<file path="src/rtl/rxq_pkg.sv">
package rxq_pkg;

    typedef enum logic [1:0] {
        THR_ONE    = 2'b00,
        THR_FOUR   = 2'b01,
        THR_EIGHT  = 2'b10,
        THR_FOURTEEN = 2'b11
    } thr_sel_e;

    function automatic int unsigned thr_of(input logic [1:0] sel);
        unique case (thr_sel_e'(sel))
            THR_ONE:      return 1;
            THR_FOUR:     return 4;
            THR_EIGHT:    return 8;
            default:      return 14;
        endcase
    endfunction

endpackage

</file>
<file path="src/rtl/rxq_store.sv">
module rxq_store #(
    parameter int unsigned DEPTH = 16,
    parameter int unsigned DW    = 8,
    localparam int unsigned AW   = $clog2(DEPTH),
    localparam int unsigned CW   = AW + 1
) (
    input  logic          clk,
    input  logic          rst_n,
    input  logic [CW-1:0] cap,
    input  logic          flush,
    input  logic          push,
    input  logic [DW-1:0] push_data,
    input  logic          pop,
    output logic [DW-1:0] pop_data,
    output logic [CW-1:0] level,
    output logic          full,
    output logic          push_ok,
    output logic          pop_ok,
    output logic          drop
);

    typedef struct packed {
        logic [DEPTH-1:0][DW-1:0] mem;
        logic [AW-1:0]            wr;
        logic [AW-1:0]            rd;
        logic [CW-1:0]            cnt;
        logic [DW-1:0]            dout;
    } st_t;

    st_t st_d, st_q;

    function automatic logic [AW-1:0] nxt(input logic [AW-1:0] p);
        return (p == AW'(DEPTH - 1)) ? '0 : p + AW'(1);
    endfunction

    always_comb begin
        st_d    = st_q;
        full    = (st_q.cnt >= cap);
        pop_ok  = pop && (st_q.cnt != '0) && !flush;
        push_ok = push && !flush && (!full || pop_ok);
        drop    = push && !flush && !push_ok;
        if (flush) begin
            st_d.wr  = '0;
            st_d.rd  = '0;
            st_d.cnt = '0;
        end else begin
            if (push_ok) begin
                st_d.mem[st_q.wr] = push_data;
                st_d.wr           = nxt(st_q.wr);
            end
            if (pop_ok) begin
                st_d.dout = st_q.mem[st_q.rd];
                st_d.rd   = nxt(st_q.rd);
            end
            st_d.cnt = st_q.cnt + CW'(push_ok) - CW'(pop_ok);
        end
    end

    always_ff @(posedge clk or negedge rst_n) begin
        if (!rst_n) st_q <= '0;
        else        st_q <= st_d;
    end

    assign pop_data = st_q.dout;
    assign level    = st_q.cnt;


    level_bound_chk: assert property (@(posedge clk) disable iff (!rst_n)
        st_q.cnt <= CW'(DEPTH));


    empty_pop_hold_chk: assert property (@(posedge clk) disable iff (!rst_n)
        (pop && level == '0 && !push) |=> ($stable(pop_data) && level == '0));


    flush_empties_chk: assert property (@(posedge clk) disable iff (!rst_n)
        flush |=> (level == '0));

endmodule

</file>
<file path="src/rtl/rxq_timer.sv">
module rxq_timer #(
    parameter int unsigned TO_CHARS = 4,
    localparam int unsigned TW      = $clog2(TO_CHARS + 1)
) (
    input  logic clk,
    input  logic rst_n,
    input  logic flush,
    input  logic activity,
    input  logic nonempty,
    input  logic below,
    input  logic char_tick,
    output logic irq_timeout
);

    typedef struct packed {
        logic [TW-1:0] cnt;
        logic          irq;
    } tm_t;

    tm_t tm_d, tm_q;

    always_comb begin
        tm_d = tm_q;
        if (flush || activity || !nonempty) begin
            tm_d.cnt = '0;
            tm_d.irq = 1'b0;
        end else if (char_tick && tm_q.cnt != TW'(TO_CHARS)) begin
            tm_d.cnt = tm_q.cnt + TW'(1);
            if (tm_q.cnt == TW'(TO_CHARS - 1) && below)
                tm_d.irq = 1'b1;
        end
    end

    always_ff @(posedge clk or negedge rst_n) begin
        if (!rst_n) tm_q <= '0;
        else        tm_q <= tm_d;
    end

    assign irq_timeout = tm_q.irq;


    activity_clears_chk: assert property (@(posedge clk) disable iff (!rst_n)
        activity |=> !irq_timeout);


    no_idle_empty_chk: assert property (@(posedge clk) disable iff (!rst_n)
        (!nonempty && !activity) |=> !irq_timeout);

endmodule

</file>
<file path="src/rtl/uart_rxq.sv">
module uart_rxq
    import rxq_pkg::*;
#(
    parameter int unsigned DEPTH    = 16,
    parameter int unsigned DW       = 8,
    parameter int unsigned TO_CHARS = 4,
    localparam int unsigned CW      = $clog2(DEPTH) + 1
) (
    input  logic          clk,
    input  logic          rst_n,
    input  logic          fifo_en,
    input  logic [1:0]    thr_sel,
    input  logic          flush,
    input  logic          char_tick,
    input  logic          push,
    input  logic [DW-1:0] push_data,
    input  logic          pop,
    output logic [DW-1:0] pop_data,
    output logic [CW-1:0] level,
    output logic          empty,
    output logic          full,
    output logic          overrun,
    output logic          irq_data,
    output logic          irq_timeout
);

    logic [CW-1:0] cap, thr;
    logic          push_ok, pop_ok, drop, below;
    logic          ovr_d, ovr_q;

    always_comb begin
        int unsigned t;
        t = thr_of(thr_sel);
        if (t > DEPTH) t = DEPTH;
        cap = fifo_en ? CW'(DEPTH) : CW'(1);
        thr = fifo_en ? CW'(t)     : CW'(1);
    end

    rxq_store #(.DEPTH(DEPTH), .DW(DW)) u_store (
        .clk       (clk),
        .rst_n     (rst_n),
        .cap       (cap),
        .flush     (flush),
        .push      (push),
        .push_data (push_data),
        .pop       (pop),
        .pop_data  (pop_data),
        .level     (level),
        .full      (full),
        .push_ok   (push_ok),
        .pop_ok    (pop_ok),
        .drop      (drop)
    );

    assign empty    = (level == '0);
    assign below    = (level < thr);
    assign irq_data = !below;

    rxq_timer #(.TO_CHARS(TO_CHARS)) u_timer (
        .clk         (clk),
        .rst_n       (rst_n),
        .flush       (flush),
        .activity    (push_ok || pop_ok),
        .nonempty    (!empty),
        .below       (below),
        .char_tick   (char_tick),
        .irq_timeout (irq_timeout)
    );

    always_comb begin
        ovr_d = ovr_q;
        if (flush)     ovr_d = 1'b0;
        else if (drop) ovr_d = 1'b1;
    end

    always_ff @(posedge clk or negedge rst_n) begin
        if (!rst_n) ovr_q <= 1'b0;
        else        ovr_q <= ovr_d;
    end

    assign overrun = ovr_q;


    no_overflow_chk: assert property (@(posedge clk) disable iff (!rst_n)
        (push && full && !pop && !flush) |=> (overrun && $stable(level)));


    timeout_has_data_chk: assert property (@(posedge clk) disable iff (!rst_n)
        irq_timeout |-> !empty);

endmodule

</file>
<file path="config.mk">
export PLATFORM = sky130hd
export DESIGN_NAME = uart_rxq
export DESIGN_NICKNAME = d
export VERILOG_FILES = /design/src/rtl/rxq_pkg.sv /design/src/rtl/rxq_store.sv /design/src/rtl/rxq_timer.sv /design/src/rtl/uart_rxq.sv
export SDC_FILE = /design/constraint.sdc
export NUM_CORES = 1
export LEC_CHECK = 0
export BUFFER_PORTS_ARGS = -buffer_cell sky130_fd_sc_hd__buf_2
export CAP_MARGIN = 10
export CELL_PAD_IN_SITES_DETAIL_PLACEMENT = 0
export CELL_PAD_IN_SITES_GLOBAL_PLACEMENT = 1
export CORE_ASPECT_RATIO = 0.6
export CORE_MARGIN = 1.5
export CORE_UTILIZATION = 40
export CTS_CLUSTER_DIAMETER = 150
export DETAILED_ROUTE_END_ITERATION = 6
export PLACE_DENSITY_LB_ADDON = 0.1
export SLEW_MARGIN = 20
export SYNTH_ARGS = -nofsm -noshare
export SYNTH_HDL_FRONTEND = slang
export SYNTH_SLANG_ARGS = --single-unit
</file>
<file path="constraint.sdc">
create_clock -name clk -period 8.3 [get_ports clk]
set_clock_uncertainty 0.05 [all_clocks]
set_input_delay 0.415 -clock clk [delete_from_list [all_inputs] [get_ports clk]]
set_output_delay 0.415 -clock clk [all_outputs]
set_load 0.005 [all_outputs]
</file>
==> Word level (Yosys, flattened, before mapping) <==
Index checks and enable logic that the tools add are counted.
{ "op_classes": {"add_sub_neg": 5, "order_cmp": 6, "eq_ne": 6, "mux": 19, "bitwise": 1, "n_reduce_logical": 27} }
{ "op_table": {"columns": ["operator", "n"], "rows": [
  ["$bwmux W128", 1],
  ["$bmux W8 S4", 1],
  ["$demux W8 S4", 1],
  ["$gt A32 B5 Y1 const B", 1],
  ["$mux W4", 6],
  ["$mux W8", 2],
  ["$mux W5", 3],
  ["$mux W13", 1],
  ["$pmux W4 S3", 1],
  ["$lt A4 B5 Y1 const B", 2],
  ["$reduce_bool A2 Y1", 5],
  ["$add A4 B1 Y4 const B", 2],
  ["$eq A4 B4 Y1 const B", 2],
  ["$logic_and A1 B1 Y1", 8],
  ["$reduce_and A2 Y1", 3],
  ["$add A5 B1 Y5", 1],
  ["$ge A5 B5 Y1", 1],
  ["$logic_not A5 Y1", 1],
  ["$lt A5 B5 Y1", 1],
  ["$reduce_bool A5 Y1", 1],
  ["$sub A5 B1 Y5", 1],
  ["$ge A4 B1 Y1 const B", 1],
  ["$logic_not A1 Y1", 4],
  ["$logic_or A1 B1 Y1", 4],
  ["other kinds (8)", 10]
]} }
{ "totals": {"reg_bits": 154, "inputBits": 17, "output_inout_bits": 18, "wordCells": 87} }

==> Longest topological paths before layout <==
{ "logic_depth": {"depth_word": 10, "depth_mapped": 14, "mapped_depth_nobuf": 14} }

==> Modules after synthesis <==
Synthesis repeated with hierarchy kept, for this count alone.
{ "unflattened": {"cells_unflattened": 550, "area_unflattened_um2": 7739.9} }
{ "by_module_without_submodules": {"columns": ["mod", "n_inst", "cells_per_inst", "area_per_inst_um2", "seq_area_each_um2"], "rows": [
  ["rxq_store", 1, 504, 7342.0, 3728.6],
  ["rxq_timer", 1, 23, 232.7, 100.1],
  ["uart_rxq", 1, 23, 165.2, 25.0]
]} }

==> Worst setup path before layout <==
No wires, ideal clock.
{ "synth_timing": {"path_kind": "register to register", "from": "register u_store.st_q, in the netlist u_store.level[2]", "to": "register u_store.st_q, in the netlist u_store.level[4]", "arrival_time_ps": 3123, "slack_ps": 5048, "stages_incl_launch_ff": 15, "path_buffers": 0, "synth_period_minus_slack_ps": 3252, "path_cell_list": "dfrtp_1 inv_1 ha_1 or4b_4 and2_0 nand2_1 inv_1 ha_1 inv_1 ha_1 fa_1 a21oi_1 nor2_1 or3_1 a21oi_1"} }
{ "synth_rtl": {"columns": ["item", "line", "text"], "rows": [
  ["from (decl)", "rxq_store.sv:30", "st_t st_d, st_q;"],
  ["from (signal assigned)", "rxq_store.sv:61", "else st_q <= st_d;"]
]} }

==> impl_metrics.env <==
export IMPL_cts_root_buf="sky130_fd_sc_hd__clkbuf_16"
export IMPL_post_synth_top_count_cell="sky130_fd_sc_hd__dfrtp_1"
export IMPL_post_place_cells=763
export IMPL_cts_inserted_buffers=17
export IMPL_postCtsSetupRepairBufs=0
export IMPL_final_cell_area_um2=8380
export IMPL_critical_path_required_ps=8590
export IMPL_mux_cell_area_share_after_synthesis_pct=30.4
export IMPL_cellPowerDensity_nw_per_um2=289
export IMPL_design_die_area_um2=19900
export IMPL_io_buffers=34
export IMPL_path_clk_slew_ps=70
export IMPL_pwr_share_seq_pct=40.5
export IMPL_outcome="finished, violations left"
export IMPL_post_dp_hpwl_mm=11.5
export IMPL_leakage_nw=3.98
export IMPL_net_switching_power_mw=0.742
export IMPL_htreeDepth=4
export IMPL_grt_pass1_vias=4460
export IMPL_ys_warnings_count=0
export IMPL_cts_hold_fix_buffers=0
export IMPL_final_hold_viol_count=1
export IMPL_fraction_of_the_yosys_area_taken_by_sequential_cells_pct=50.6
export IMPL_avgRoutedWirePerCell_um=21.8
export IMPL_detail_route_antenna_nets=0
export IMPL_critical_path_startpoint="u_store.level[2]"
export IMPL_synthCells=535
export IMPL_fill_cells=1631
export IMPL_drc_errors=0
export IMPL_synth_largest_area_cell="sky130_fd_sc_hd__dfrtp_1"
export IMPL_flow_area_growth_from_synthesis_pct=10.0
export IMPL_netlist_cell_type_count=45
export IMPL_switching_share_pct=30.7
export IMPL_finish_net_count=581
export IMPL_postSynthAreaPerCell_um2=14.2
export IMPL_skew_pair_late_insertion_delay_ps=420
export IMPL_ys_dominant_reg_cell="sky130_fd_sc_hd__dfrtp_1"
export IMPL_die_width_um=181
export IMPL_detailedRoute_firstIterationViolations=264
export IMPL_synth_fa_ha_area_share_pct=3.71
export IMPL_synth_seq_cells=154
export IMPL_synth_async_sr_flop_share_pct=100
export IMPL_syn_num_nets=574
export IMPL_area_of_the_placeable_core_um2=18400
export IMPL_cp_max_fo=9
export IMPL_antenna_found_initial=0
export IMPL_synth_edf_count=0
export IMPL_post_synth_xor_area_fraction_pct=0.575
export IMPL_finalSetupTns_ps=0
export IMPL_place_ws_ps=4620
export IMPL_synth_area_um2=7620
export IMPL_arrival_ps=3950
export IMPL_numClockSinks=154
export IMPL_design_portCount=35
export IMPL_grt_ovfl_total=0
export IMPL_netlist_top_cells_count="154 x sky130_fd_sc_hd__dfrtp_1, 122 x sky130_fd_sc_hd__mux2_2, 32 x sky130_fd_sc_hd__mux4_2"
export IMPL_finish_cell_count_without_fillers=795
export IMPL_antenna_cells_inserted=0
export IMPL_overall_routing_resource_usage_pct=19.0
export IMPL_drv_max_cap_violation_count=0
export IMPL_power_frac_clock_pct=32.6
export IMPL_die_height_um=110
export IMPL_finalSetupViolCount=0
export IMPL_finalMaxSlewViolations=0
export IMPL_cts_tree="yes"
export IMPL_gpl_final_weighted_congestion=0.739
export IMPL_synth_compound_area_share_pct=4.38
export IMPL_final_min_clock_period_ps=3670
export IMPL_largest_family_of_logic_cells_by_synthesized_area="multiplexers"
export IMPL_failed_checks="negative hold slack"
export IMPL_post_synthesis_simple_gate_area_fraction_pct=4.83
export IMPL_initial_utilization_pct=41.5
export IMPL_layout_core_utilization_pct=45.7
export IMPL_ctsLongestPathBuffers=2
export IMPL_timing_final_crit_share_pct=44.2
export IMPL_post_route_cells_drive_above_1_share_pct=45.2
export IMPL_grt_pass1_wl_mm=27.4
export IMPL_power_frac_comb_pct=26.9
export IMPL_start_kind="register"
export IMPL_post_cts_resize_count=0
export IMPL_r2r_start="u_store.level[2]"
export IMPL_fp_row_count=38
export IMPL_endpoint_kind="register"
export IMPL_drt_vias_per_instance=5.44
export IMPL_slew_headroom_pct=25.6
export IMPL_drt_pre_antenna_iters=4
export IMPL_synth_top_cell_area_share_pct=50.6
export IMPL_grt_setup_unrepaired="no"
export IMPL_timing_setup_critical_path_class="reg -> reg"
export IMPL_grt_start_max_net_pins=89
export IMPL_maxClockFrequency_mhz=273
export IMPL_timing_final_ws_setup_ps=4630
export IMPL_whs_ps=-1.21
export IMPL_tightestPinTransition_ps=1110
export IMPL_peakVddDrop_v=0.000140
export IMPL_p_int_mw=1.68
export IMPL_dpl_cell_area_um2=7790
export IMPL_vias=4328
export IMPL_post_synth_main_area_contributors="sky130_fd_sc_hd__dfrtp_1 51%, sky130_fd_sc_hd__mux2_2 18%, sky130_fd_sc_hd__mux4_2 9.5%, sky130_fd_sc_hd__ha_1 3.4%, sky130_fd_sc_hd__mux2_4 2.8%"
export IMPL_min_path_type="in -> async"
export IMPL_totalWireLength_mm=17.3
==> cells in the final DEF, fill, tap and decap left out, types with 3 or more instances in the layout <==
| cell | count |
|---|---|
| sky130_fd_sc_hd__clkbuf_16 | 17 |
| sky130_fd_sc_hd__xor2_1 | 3 |
| sky130_fd_sc_hd__inv_1 | 20 |
| sky130_fd_sc_hd__mux2_2 | 122 |
| sky130_fd_sc_hd__a22oi_1 | 16 |
| sky130_fd_sc_hd__nand2_1 | 22 |
| sky130_fd_sc_hd__nor2_1 | 15 |
| sky130_fd_sc_hd__buf_4 | 5 |
| sky130_fd_sc_hd__and3_1 | 11 |
| sky130_fd_sc_hd__inv_6 | 4 |
| sky130_fd_sc_hd__clkinvlp_4 | 5 |
| sky130_fd_sc_hd__a21oi_1 | 10 |
| sky130_fd_sc_hd__mux2_4 | 14 |
| sky130_fd_sc_hd__nor2b_1 | 3 |
| sky130_fd_sc_hd__and3_2 | 5 |
| sky130_fd_sc_hd__buf_2 | 33 |
| sky130_fd_sc_hd__dfrtp_1 | 153 |
| sky130_fd_sc_hd__ha_1 | 21 |
| sky130_fd_sc_hd__mux4_2 | 32 |
==> sequential cells by signal, indices dropped and copies added (netlist names) <==
register             flops
u_timer.tm_q             3
u_store.pop_data         8
u_store.st_q           136
overrun                  1
u_store.level            5
u_timer.irq_timeout      1
==> worst paths after layout <==
path                                       endpoint  slack (ps)  depth (start not counted)
worst max-delay path               u_store.level[4]        4630                         14
worst min-delay path                u_timer.tm_q[3]          -1                          1
worst max register to register     u_store.level[4]        4630                         14
worst min register to register  u_timer.irq_timeout         450                          2
max in group asynchronous          u_store.st_q[96]        6780                          2
min in group clk                            overrun         250                          3
==> cell families (layout without fill, tap and decap cells) <==
| family | count (synthesis) | in the layout |
|---|---|---|
| flip-flops | 154 | 154 |
| AO/OA/AOI/OAI | 45 | 45 |
| adder cells (fa/ha/maj) | 22 | 22 |
| multiplexers | 169 | 169 |
| buffers and inverters | 71 | 91 |
| XOR/XNOR | 5 | 5 |
| AND/OR/NAND/NOR | 69 | 69 |
==> through the flow <==
| stage | hold slack (ps) | power [mW] |
|---|---|---|
| after detailed placement | 441 | 1.65 |
| final | -1.21 | 2.42 |
| after global placement | 420 | 1.64 |
| after CTS | 66.3 | 2.45 |
| after floorplan | 69.4 | 1.49 |
| after global routing | 85.3 | 2.57 |
==> power by group through the flow <==
stage / clock network, mW / logic [mW] / registers [mW]
4_1_cts: 0.811 / 0.662 / 0.981
2_1_floorplan: 0 / 0.530 / 0.961
3_5_place_dp: 0 / 0.658 / 0.992
5_1_grt: 0.846 / 0.725 / 0.999
3_3_place_gp: 0 / 0.653 / 0.987
6_report: 0.789 / 0.650 / 0.980
==> routing by layer <==
| metal | vias up | share of wire, % | track usage, % |
|---|---|---|---|
| met5 | - | 0 | 0 |
| met4 | 0 | 0.98 | 5.18 |
| met3 | 16 | 3.2 | 3.74 |
| met2 | 48 | 42 | 26.6 |
| met1 | 2314 | 54 | 29.7 |
| li1 | 1950 | - | - |
==> critical path: stages, from the launching register on <==
cell and delay, ps:
sky130_fd_sc_hd__dfrtp_1 410, sky130_fd_sc_hd__inv_1 130, sky130_fd_sc_hd__ha_1 190, sky130_fd_sc_hd__or4b_4 500
sky130_fd_sc_hd__and2_0 240, sky130_fd_sc_hd__nand2_1 350, sky130_fd_sc_hd__inv_1 90, sky130_fd_sc_hd__ha_1 280
sky130_fd_sc_hd__inv_1 40, sky130_fd_sc_hd__ha_1 190, sky130_fd_sc_hd__fa_1 400, sky130_fd_sc_hd__a21oi_1 150
sky130_fd_sc_hd__nor2_1 60, sky130_fd_sc_hd__or3_1 340, sky130_fd_sc_hd__a21oi_1 160
==> area by class of cell <==
type	count	area, um2	area share, %
Inverter	20	75.1	0.895
Multi-Input combinational cell	310	3350	39.9
Clock buffer	18	429	5.12
Sequential cell	154	3850	46.0
Tap cell	240	300	3.58
Timing Repair Buffer	39	214	2.55
Clock inverter	14	161	1.93
Note: power is estimated with default switching activity, not from simulation.
